[config.mk]
export PLATFORM = sky130hd
export DESIGN_NAME = plane_sequencer
export DESIGN_NICKNAME = d
export VERILOG_FILES = /design/src/rtl/cla_seq_pkg.sv /design/src/rtl/plane_dp.sv /design/src/rtl/seq_ctrl.sv /design/src/rtl/plane_sequencer.sv
export SDC_FILE = /design/constraint.sdc
export NUM_CORES = 2
export LEC_CHECK = 0
export BUFFER_PORTS_ARGS = -buffer_cell sky130_fd_sc_hd__buf_2
export CAP_MARGIN = 20
export CORE_AREA = 2 2 539 541
export CTS_CLUSTER_SIZE = 14
export DETAILED_ROUTE_END_ITERATION = 6
export DIE_AREA = 0 0 541 543
export GPL_TIMING_DRIVEN = 0
export HOLD_SLACK_MARGIN = 0.1
export PLACE_DENSITY = 0.35
export SYNTH_ARGS = -nofsm -noshare
export SYNTH_HDL_FRONTEND = slang
export SYNTH_SLANG_ARGS = --single-unit
[constraint.sdc]
create_clock -name clk -period 5.11 [get_ports clk]
set_clock_uncertainty 0.05 [all_clocks]
set_input_delay 0 -clock clk [delete_from_list [all_inputs] [get_ports clk]]
set_output_delay 0 -clock clk [all_outputs]
set_load 0.01 [all_outputs]
[src/rtl/cla_seq_pkg.sv]
package cla_seq_pkg;
  localparam int unsigned INSTR_W    = 12;
  localparam int unsigned FUNC_W     = 8;
  localparam int unsigned KIND_BIT   = 11;
  localparam int unsigned BORDER_BIT = 10;
  localparam int unsigned GATE_BIT   = 9;
  localparam int unsigned SWAP_BIT   = 8;
  localparam int unsigned OP_SCAN    = 0;
  localparam int unsigned OP_SHOW    = 1;
  localparam int unsigned OP_COMP    = 2;
  localparam int unsigned OP_SPARE   = 3;

  typedef enum logic [1:0] {S_IDLE, S_RUN, S_WAIT} seqState_t;

  // strobes from control to datapath
  typedef struct packed {
    logic scanIn;
    logic compIn;
    logic copySpare;
    logic capOut;
  } planeStrobes_t;

  // options held while a PROCESS word waits on the array
  typedef struct packed {
    logic [FUNC_W-1:0] func;
    logic              swap;
    logic              gate;
    logic              border;
    logic              active;
  } arrayCtl_t;
endpackage

[src/rtl/plane_dp.sv]
module plane_dp
  import cla_seq_pkg::*;
#(
  parameter int unsigned CELLS = 192
) (
  input  logic             clk,
  input  logic             rst_n,
  input  planeStrobes_t    strb,
  input  arrayCtl_t        ctl,
  input  logic [CELLS-1:0] scanData,
  input  logic [CELLS-1:0] arrResult,
  output logic [CELLS-1:0] planeIn,
  output logic [CELLS-1:0] planeOut,
  output logic [CELLS-1:0] planeSpare,
  output logic [CELLS-1:0] arrPix,
  output logic [CELLS-1:0] arrLabel
);
  logic [CELLS-1:0] labelSrc;

  always_ff @(posedge clk or negedge rst_n) begin
    if (!rst_n) begin
      planeIn    <= '0;
      planeOut   <= '0;
      planeSpare <= '0;
    end else begin
      if (strb.compIn)         planeIn <= ~planeOut;
      else if (strb.scanIn)    planeIn <= scanData;
      if (strb.copySpare)      planeSpare <= planeOut;
      if (strb.capOut)         planeOut <= arrResult;
    end
  end

  always_comb begin
    arrPix   = (ctl.active && ctl.swap) ? planeSpare : planeIn;
    labelSrc = ctl.swap ? planeIn : planeSpare;
    arrLabel = (ctl.active && ctl.gate) ? labelSrc : '0;
  end

  assert_comp_R3: assert property (@(posedge clk) disable iff (!rst_n)
    strb.compIn |=> planeIn == ~$past(planeOut));
  assert_spare_R3: assert property (@(posedge clk) disable iff (!rst_n)
    strb.copySpare |=> planeSpare == $past(planeOut));
  assert_capture_R9: assert property (@(posedge clk) disable iff (!rst_n)
    strb.capOut |=> planeOut == $past(arrResult));
  assert_out_hold_R9: assert property (@(posedge clk) disable iff (!rst_n)
    !strb.capOut |=> $stable(planeOut));
endmodule

[src/rtl/seq_ctrl.sv]
module seq_ctrl
  import cla_seq_pkg::*;
#(
  parameter int unsigned DEPTH = 32,
  parameter int unsigned AW    = $clog2(DEPTH)
) (
  input  logic               clk,
  input  logic               rst_n,
  input  logic               progWe,
  input  logic [AW-1:0]      progAddr,
  input  logic [INSTR_W-1:0] progData,
  input  logic               runOne,
  input  logic               runAll,
  input  logic               repeatMode,
  input  logic               stopReq,
  input  logic               arrDone,
  output planeStrobes_t      strb,
  output arrayCtl_t          ctl,
  output logic               arrStart,
  output logic               showIn,
  output logic               showOut,
  output logic               busy
);
  localparam logic [AW-1:0] LAST = AW'(DEPTH - 1);

  logic [INSTR_W-1:0] store [DEPTH];
  seqState_t          state;
  logic [AW-1:0]      pc;
  logic               single;
  logic [INSTR_W-1:0] word;
  logic               isProc, loadGo, endRun;
  logic [AW-1:0]      pcNext;

  always_ff @(posedge clk or negedge rst_n) begin
    if (!rst_n) begin
      for (int i = 0; i < DEPTH; i++) store[i] <= '0;
    end else if (progWe) begin
      store[progAddr] <= progData;
    end
  end

  always_comb begin
    word    = store[pc];
    isProc  = word[KIND_BIT];
    loadGo  = (state == S_RUN) && !isProc;
    endRun  = single || stopReq || ((pc == LAST) && !repeatMode);
    pcNext  = (pc == LAST) ? '0 : pc + 1'b1;
    strb.scanIn    = loadGo && word[OP_SCAN];
    strb.compIn    = loadGo && word[OP_COMP];
    strb.copySpare = loadGo && word[OP_SPARE];
    strb.capOut    = (state == S_WAIT) && arrDone;
    busy           = (state != S_IDLE);
  end

  always_ff @(posedge clk or negedge rst_n) begin
    if (!rst_n) begin
      state    <= S_IDLE;
      pc       <= '0;
      single   <= 1'b0;
      ctl      <= '0;
      arrStart <= 1'b0;
      showIn   <= 1'b0;
      showOut  <= 1'b0;
    end else begin
      arrStart <= 1'b0;
      showIn   <= loadGo && word[OP_SCAN];
      showOut  <= loadGo && word[OP_SHOW];
      unique case (state)
        S_IDLE: begin
          if (runOne) begin
            pc     <= progAddr;
            single <= 1'b1;
            state  <= S_RUN;
          end else if (runAll) begin
            pc     <= '0;
            single <= 1'b0;
            state  <= S_RUN;
          end
        end
        S_RUN: begin
          if (isProc) begin
            ctl.func   <= word[FUNC_W-1:0];
            ctl.swap   <= word[SWAP_BIT];
            ctl.gate   <= word[GATE_BIT];
            ctl.border <= word[BORDER_BIT];
            ctl.active <= 1'b1;
            arrStart   <= 1'b1;
            state      <= S_WAIT;
          end else if (endRun) begin
            state <= S_IDLE;
          end else begin
            pc <= pcNext;
          end
        end
        S_WAIT: begin
          if (arrDone) begin
            ctl <= '0;
            if (endRun) state <= S_IDLE;
            else begin
              pc    <= pcNext;
              state <= S_RUN;
            end
          end
        end
        default: state <= S_IDLE;
      endcase
    end
  end

  assert_start_pulse_R4: assert property (@(posedge clk) disable iff (!rst_n)
    arrStart |=> !arrStart);
  assert_func_held_R4: assert property (@(posedge clk) disable iff (!rst_n)
    (ctl.active && !arrDone) |=> (ctl.active && $stable(ctl.func)));
  assert_revert_R8: assert property (@(posedge clk) disable iff (!rst_n)
    !ctl.active |-> (ctl.func == '0 && !ctl.border && !ctl.gate && !ctl.swap));
  assert_idle_quiet_R13: assert property (@(posedge clk) disable iff (!rst_n)
    !busy |-> (!arrStart && !ctl.active && strb == '0));
  assert_one_step_R11: assert property (@(posedge clk) disable iff (!rst_n)
    (single && loadGo) |=> !busy);
  assert_wait_holds_R13: assert property (@(posedge clk) disable iff (!rst_n)
    (state == S_WAIT && !arrDone) |=> busy);
endmodule

[src/rtl/plane_sequencer.sv]
module plane_sequencer
  import cla_seq_pkg::*;
#(
  parameter int unsigned CELLS = 192,
  parameter int unsigned DEPTH = 32
) (
  input  logic                       clk,
  input  logic                       rst_n,
  input  logic                       progWe,
  input  logic [$clog2(DEPTH)-1:0]   progAddr,
  input  logic [INSTR_W-1:0]         progData,
  input  logic                       runOne,
  input  logic                       runAll,
  input  logic                       repeatMode,
  input  logic                       stopReq,
  input  logic [CELLS-1:0]           scanData,
  input  logic                       arrDone,
  input  logic [CELLS-1:0]           arrResult,
  output logic [FUNC_W-1:0]          arrFunc,
  output logic                       arrBorder,
  output logic                       arrStart,
  output logic [CELLS-1:0]           arrPix,
  output logic [CELLS-1:0]           arrLabel,
  output logic [CELLS-1:0]           planeIn,
  output logic [CELLS-1:0]           planeOut,
  output logic [CELLS-1:0]           planeSpare,
  output logic                       showIn,
  output logic                       showOut,
  output logic                       busy
);
  localparam int unsigned AW = $clog2(DEPTH);

  planeStrobes_t strb;
  arrayCtl_t     ctl;

  seq_ctrl #(.DEPTH(DEPTH), .AW(AW)) u_ctrl (
    .clk(clk), .rst_n(rst_n), .progWe(progWe), .progAddr(progAddr),
    .progData(progData), .runOne(runOne), .runAll(runAll),
    .repeatMode(repeatMode), .stopReq(stopReq), .arrDone(arrDone),
    .strb(strb), .ctl(ctl), .arrStart(arrStart), .showIn(showIn),
    .showOut(showOut), .busy(busy)
  );

  plane_dp #(.CELLS(CELLS)) u_dp (
    .clk(clk), .rst_n(rst_n), .strb(strb), .ctl(ctl),
    .scanData(scanData), .arrResult(arrResult), .planeIn(planeIn),
    .planeOut(planeOut), .planeSpare(planeSpare), .arrPix(arrPix),
    .arrLabel(arrLabel)
  );

  assign arrFunc   = ctl.func;
  assign arrBorder = ctl.border;
endmodule

==> impl_results.md <==
- Hold Fails Final Rpt: 0
- Routability cong.: 0.969
- Met3 Wirelength: around 26 mm
- Achievable Freq: 221 MHz
- Count of endpoints failing setup in the final report: 0
- Cell type group with the largest total delay on the critical path: buffers and inverters
- Utilization after layout: between 20% and 30%
- # Max-Cap Violations: 0
- Die X: around 540 um
- Violated checks: DRC
- Result of the run: complete, but fails checks
- Total clock buffers created by CTS: ~140
- Post-Syn Nets: 3770
- Kind of end point of the critical path: flip-flop
- Number of max-slew violations in the final report: 0
- Uppermost layer routed: met5
- Wire length of the first global-routing pass: about 440 mm
- Number of global-route vias before repair: around 43k
- Transition time at the pin with the least slew margin: 1240 ps
- YS warnings: 0
- RSZ-0062 raised after global routing: no
- Fraction of registers with async set/reset: between 90% and 100%
- Cell area after technology mapping: between 40000 and 50000 sq um
- Antenna violations before repair: around 150
- Clock transition at the registers of the reported paths: approximately 60 ps
- Max VDD drop: 0.279 mV
- Crit-path slowest cell: sky130_fd_sc_hd__clkbuf_1
- Die height: 543 um
- Most used cell along the critical path: sky130_fd_sc_hd__clkbuf_1
- Initial Util: 16.2%
- Wire length per cell: roughly 36 um
- Seq/Total Area, Yosys: a little over half
- Total clock sinks: a little under 1k
- Required time of the critical path: 5790 ps
- Syn_area_per_cell: roughly 14 sq um
- Layout cell share with drive strength beyond 1: about 48%
- Largest stage delay, worst path: about 780 ps
- Count of TritonRoute iterations in the first routing pass: 7
- GRT Total Usage: between 20% and 30%
- DIE AREA: approximately 300000 sq um
- Number of synthesized flops with an enable pin: 0
- Placed Cells: approximately 8.6k
- Largest buffer count on any clock path: 4
- Power density over the cells: between 600 and 700 nW/um^2
- Largest net degree at the start of global routing: 141
- Number of library cell types mapped by synthesis: 48
- Via Count: roughly 42k
- Primary FF master, synth: sky130_fd_sc_hd__dfrtp_1
- Cell at the root of the clock tree: sky130_fd_sc_hd__clkbuf_16
- Number of I/O pins: about 1.4k
- Number of buffers and inverters on the critical path: 7
- Largest driver fanout on the critical path: 10
- Fillers: 30.8k
- Initial DRC Count: 3508
- Final critical-path required period: roughly 4500 ps
- Buffer count from post-CTS setup fixing: 0
- Class of the most critical hold timing path: primary input to flip-flop
- Htree depth: 4
- Max-slew headroom: between 15 and 20%
- Series of cell instances along the critical path: clkbuf_1 > clkbuf_1 > clkbuf_1 > buf_16 > and3_1 > ha_1 > inv_1 > o21ai_0 > dlygate4sd3_1 > nor3_1 > o32ai_1 > dlygate4sd3_1
- Non-filler instance count after layout: around 9.6k
- Flop and latch count out of synthesis: slightly below 1k
- Port bufs: roughly 1.4k
- Global route overflow: 0
- Post-synthesis cell count: approximately 3.4k
- Reported leakage power: around 32 nW
- Clk_lat worst skew: 820 ps
- Area growth from synthesis to final layout: 52.9%
- Worst path arrival time: roughly 5200 ps
- Ratio of final minimum period to clock period: 88.5%
- HPWL reported at the end of detailed placement: about 280 mm
- Row count: slightly below 200
- Startpoint Class: flip-flop
- Detailed-route wire length: 341 mm
- Met1 Wirelength: approximately 140 mm
- Total Negative Setup Slacks: 0 ps
- Post-route antenna net violation count: 0
- CTS tree: done
- Crit Path Class: flip-flop to flip-flop
- Number of nets in the finished design: 6065
- Total met2 wirelength after detailed routing: around 150 mm
- Power consumption: 0.0488 W
- Detailed-route vias per instance: 4.39
- Placeable core region: 287000 sq um
- Number of design rule violations left after detail routing: 1
[power breakdown]
part | internal [W] | leakage [nW] | switching (W)
Clock | 0.00594 | 2.25 | 0.00405
Combinational | 0.00934 | 17.2 | 0.0137
Sequential | 0.0107 | 12.3 | 0.00502
Total | 0.0260 | 31.8 | 0.0228
[synthesized netlist by cell type (all sizes together), types with 5 or more instances]
| master | n | area [sq um] |
|---|---|---|
| nand2 | 32 | 120 |
| inv | 8 | 30.0 |
| buf | 118 | 812 |
| nand3 | 7 | 40.0 |
| a22o | 5 | 43.8 |
| mux4 | 92 | 2070 |
| nor2 | 216 | 813 |
| a221oi | 10 | 87.6 |
| dfrtp | 983 | 24600 |
| mux2i | 246 | 2460 |
| o21ai | 5 | 25.0 |
| clkbuf | 211 | 792 |
| o2bb2ai | 11 | 96.3 |
| ha | 6 | 75.1 |
| a221o | 192 | 1920 |
| nor4 | 192 | 1200 |
| a22oi | 14 | 105 |
| mux2 | 962 | 10800 |
[state kept, by name, indices dropped and copies added (netlist names), 2 cells and up]
| signal | flops |
|---|---|
| u_dp.planeIn | 192 |
| u_ctrl.pc | 5 |
| u_ctrl.state | 2 |
| u_ctrl.store | 384 |
| u_dp.planeOut | 192 |
| u_ctrl.ctl | 12 |
| u_dp.planeSpare | 192 |
[placed cells by master, fill, tap and decap left out, types with 8 or more instances in the layout]
master	netlist	routed
sky130_fd_sc_hd__nor2_1	215	215
sky130_fd_sc_hd__mux2_1	32	32
sky130_fd_sc_hd__buf_4	24	25
sky130_fd_sc_hd__buf_16	0	16
sky130_fd_sc_hd__buf_2	40	1418
sky130_fd_sc_hd__clkinv_2	0	13
sky130_fd_sc_hd__clkbuf_2	0	9
sky130_fd_sc_hd__buf_1	24	22
sky130_fd_sc_hd__buf_8	1	24
sky130_fd_sc_hd__buf_6	29	29
sky130_fd_sc_hd__a221o_1	192	192
sky130_fd_sc_hd__inv_1	8	8
sky130_fd_sc_hd__clkbuf_8	0	35
sky130_fd_sc_hd__nand2_1	32	32
sky130_fd_sc_hd__a221oi_1	10	10
sky130_fd_sc_hd__mux2i_1	246	246
sky130_fd_sc_hd__mux2_2	930	930
sky130_fd_sc_hd__diode_2	0	62
sky130_fd_sc_hd__clkbuf_1	211	233
sky130_fd_sc_hd__a22oi_1	14	14
sky130_fd_sc_hd__dlygate4sd3_1	0	737
sky130_fd_sc_hd__dfrtp_1	983	983
sky130_fd_sc_hd__mux4_2	92	92
sky130_fd_sc_hd__nor4_1	192	192
sky130_fd_sc_hd__clkbuf_16	0	142
sky130_fd_sc_hd__o2bb2ai_1	11	11
[per-layer routing]
metal | global-route usage, % | vias to the layer above
met5 | 0 | -
met4 | 10.7 | 54
met3 | 5.97 | 528
met2 | 35.4 | 1868
met1 | 28.5 | 22300
li1 | - | 17400
[cell type report]
class                      count  area, sq um  area share, %
clock inverter                35          428          0.603
timing repair buffer        2154        15100           21.2
buffer                       329         1620           2.28
antenna                       62          155          0.218
clock buffer                 208         4150           5.85
inverter                       8         30.0         0.0423
multi-input combinational   2035        20200           28.5
tap                         3781         4730           6.66
sequential                   983        24600           34.6
[worst paths after layout]
kind	from	slack (ps)	depth (start not counted)	to
max in group asynchronous	rst_n	1780	8	u_dp.planeIn[75]$_DFFE_PN0P_
hold reg to reg	u_ctrl.ctl[1]$_DFFE_PN0P_	440	1	u_ctrl.ctl[1]$_DFFE_PN0P_
setup / recovery	u_ctrl.pc[3]$_DFFE_PN0P_	590	12	u_ctrl.state[0]$_DFFE_PN0P_
setup reg to reg	u_ctrl.pc[3]$_DFFE_PN0P_	590	12	u_ctrl.state[0]$_DFFE_PN0P_
hold / removal	scanData[99]	110	3	u_dp.planeIn[99]$_DFFE_PN0P_
min in group asynchronous	rst_n	220	4	u_dp.planeSpare[170]$_DFFE_PN0P_
[timing repair]
action,4_1_cts,5_1_grt
resized for setup,0,0
endpoints found under the hold margin,1343,0
hold buffers,738,0
[metrics by stage]
step	hold WS (ps)	setup WS, ps	cell area, sq um
3_5_place_dp	-163	633	58800
5_1_grt	106	419	70900
3_3_place_gp	184	-20280	58100
6_report	110	588	71000
4_1_cts	100	487	70800
2_1_floorplan	-346	2360	46500
[worst reg2reg max path, cell delays in order, from the launching register on]
cell	delay (ps)
sky130_fd_sc_hd__dfrtp_1	370
sky130_fd_sc_hd__clkbuf_1	550
sky130_fd_sc_hd__clkbuf_1	780
sky130_fd_sc_hd__clkbuf_1	490
sky130_fd_sc_hd__buf_16	220
sky130_fd_sc_hd__and3_1	180
sky130_fd_sc_hd__ha_1	140
sky130_fd_sc_hd__inv_1	60
sky130_fd_sc_hd__o21ai_0	140
sky130_fd_sc_hd__dlygate4sd3_1	580
sky130_fd_sc_hd__nor3_1	50
sky130_fd_sc_hd__o32ai_1	280
sky130_fd_sc_hd__dlygate4sd3_1	570
[cell families after synthesis]
kind of cell	after synthesis	share of synthesized area (%)
mux	1300	33.1
buf+inv	337	3.52
fa+ha+maj	6	0.162
compound gates	255	5.20
simple gates	474	5.09
flops	983	53.0
Power figures use the tool's default switching activity.
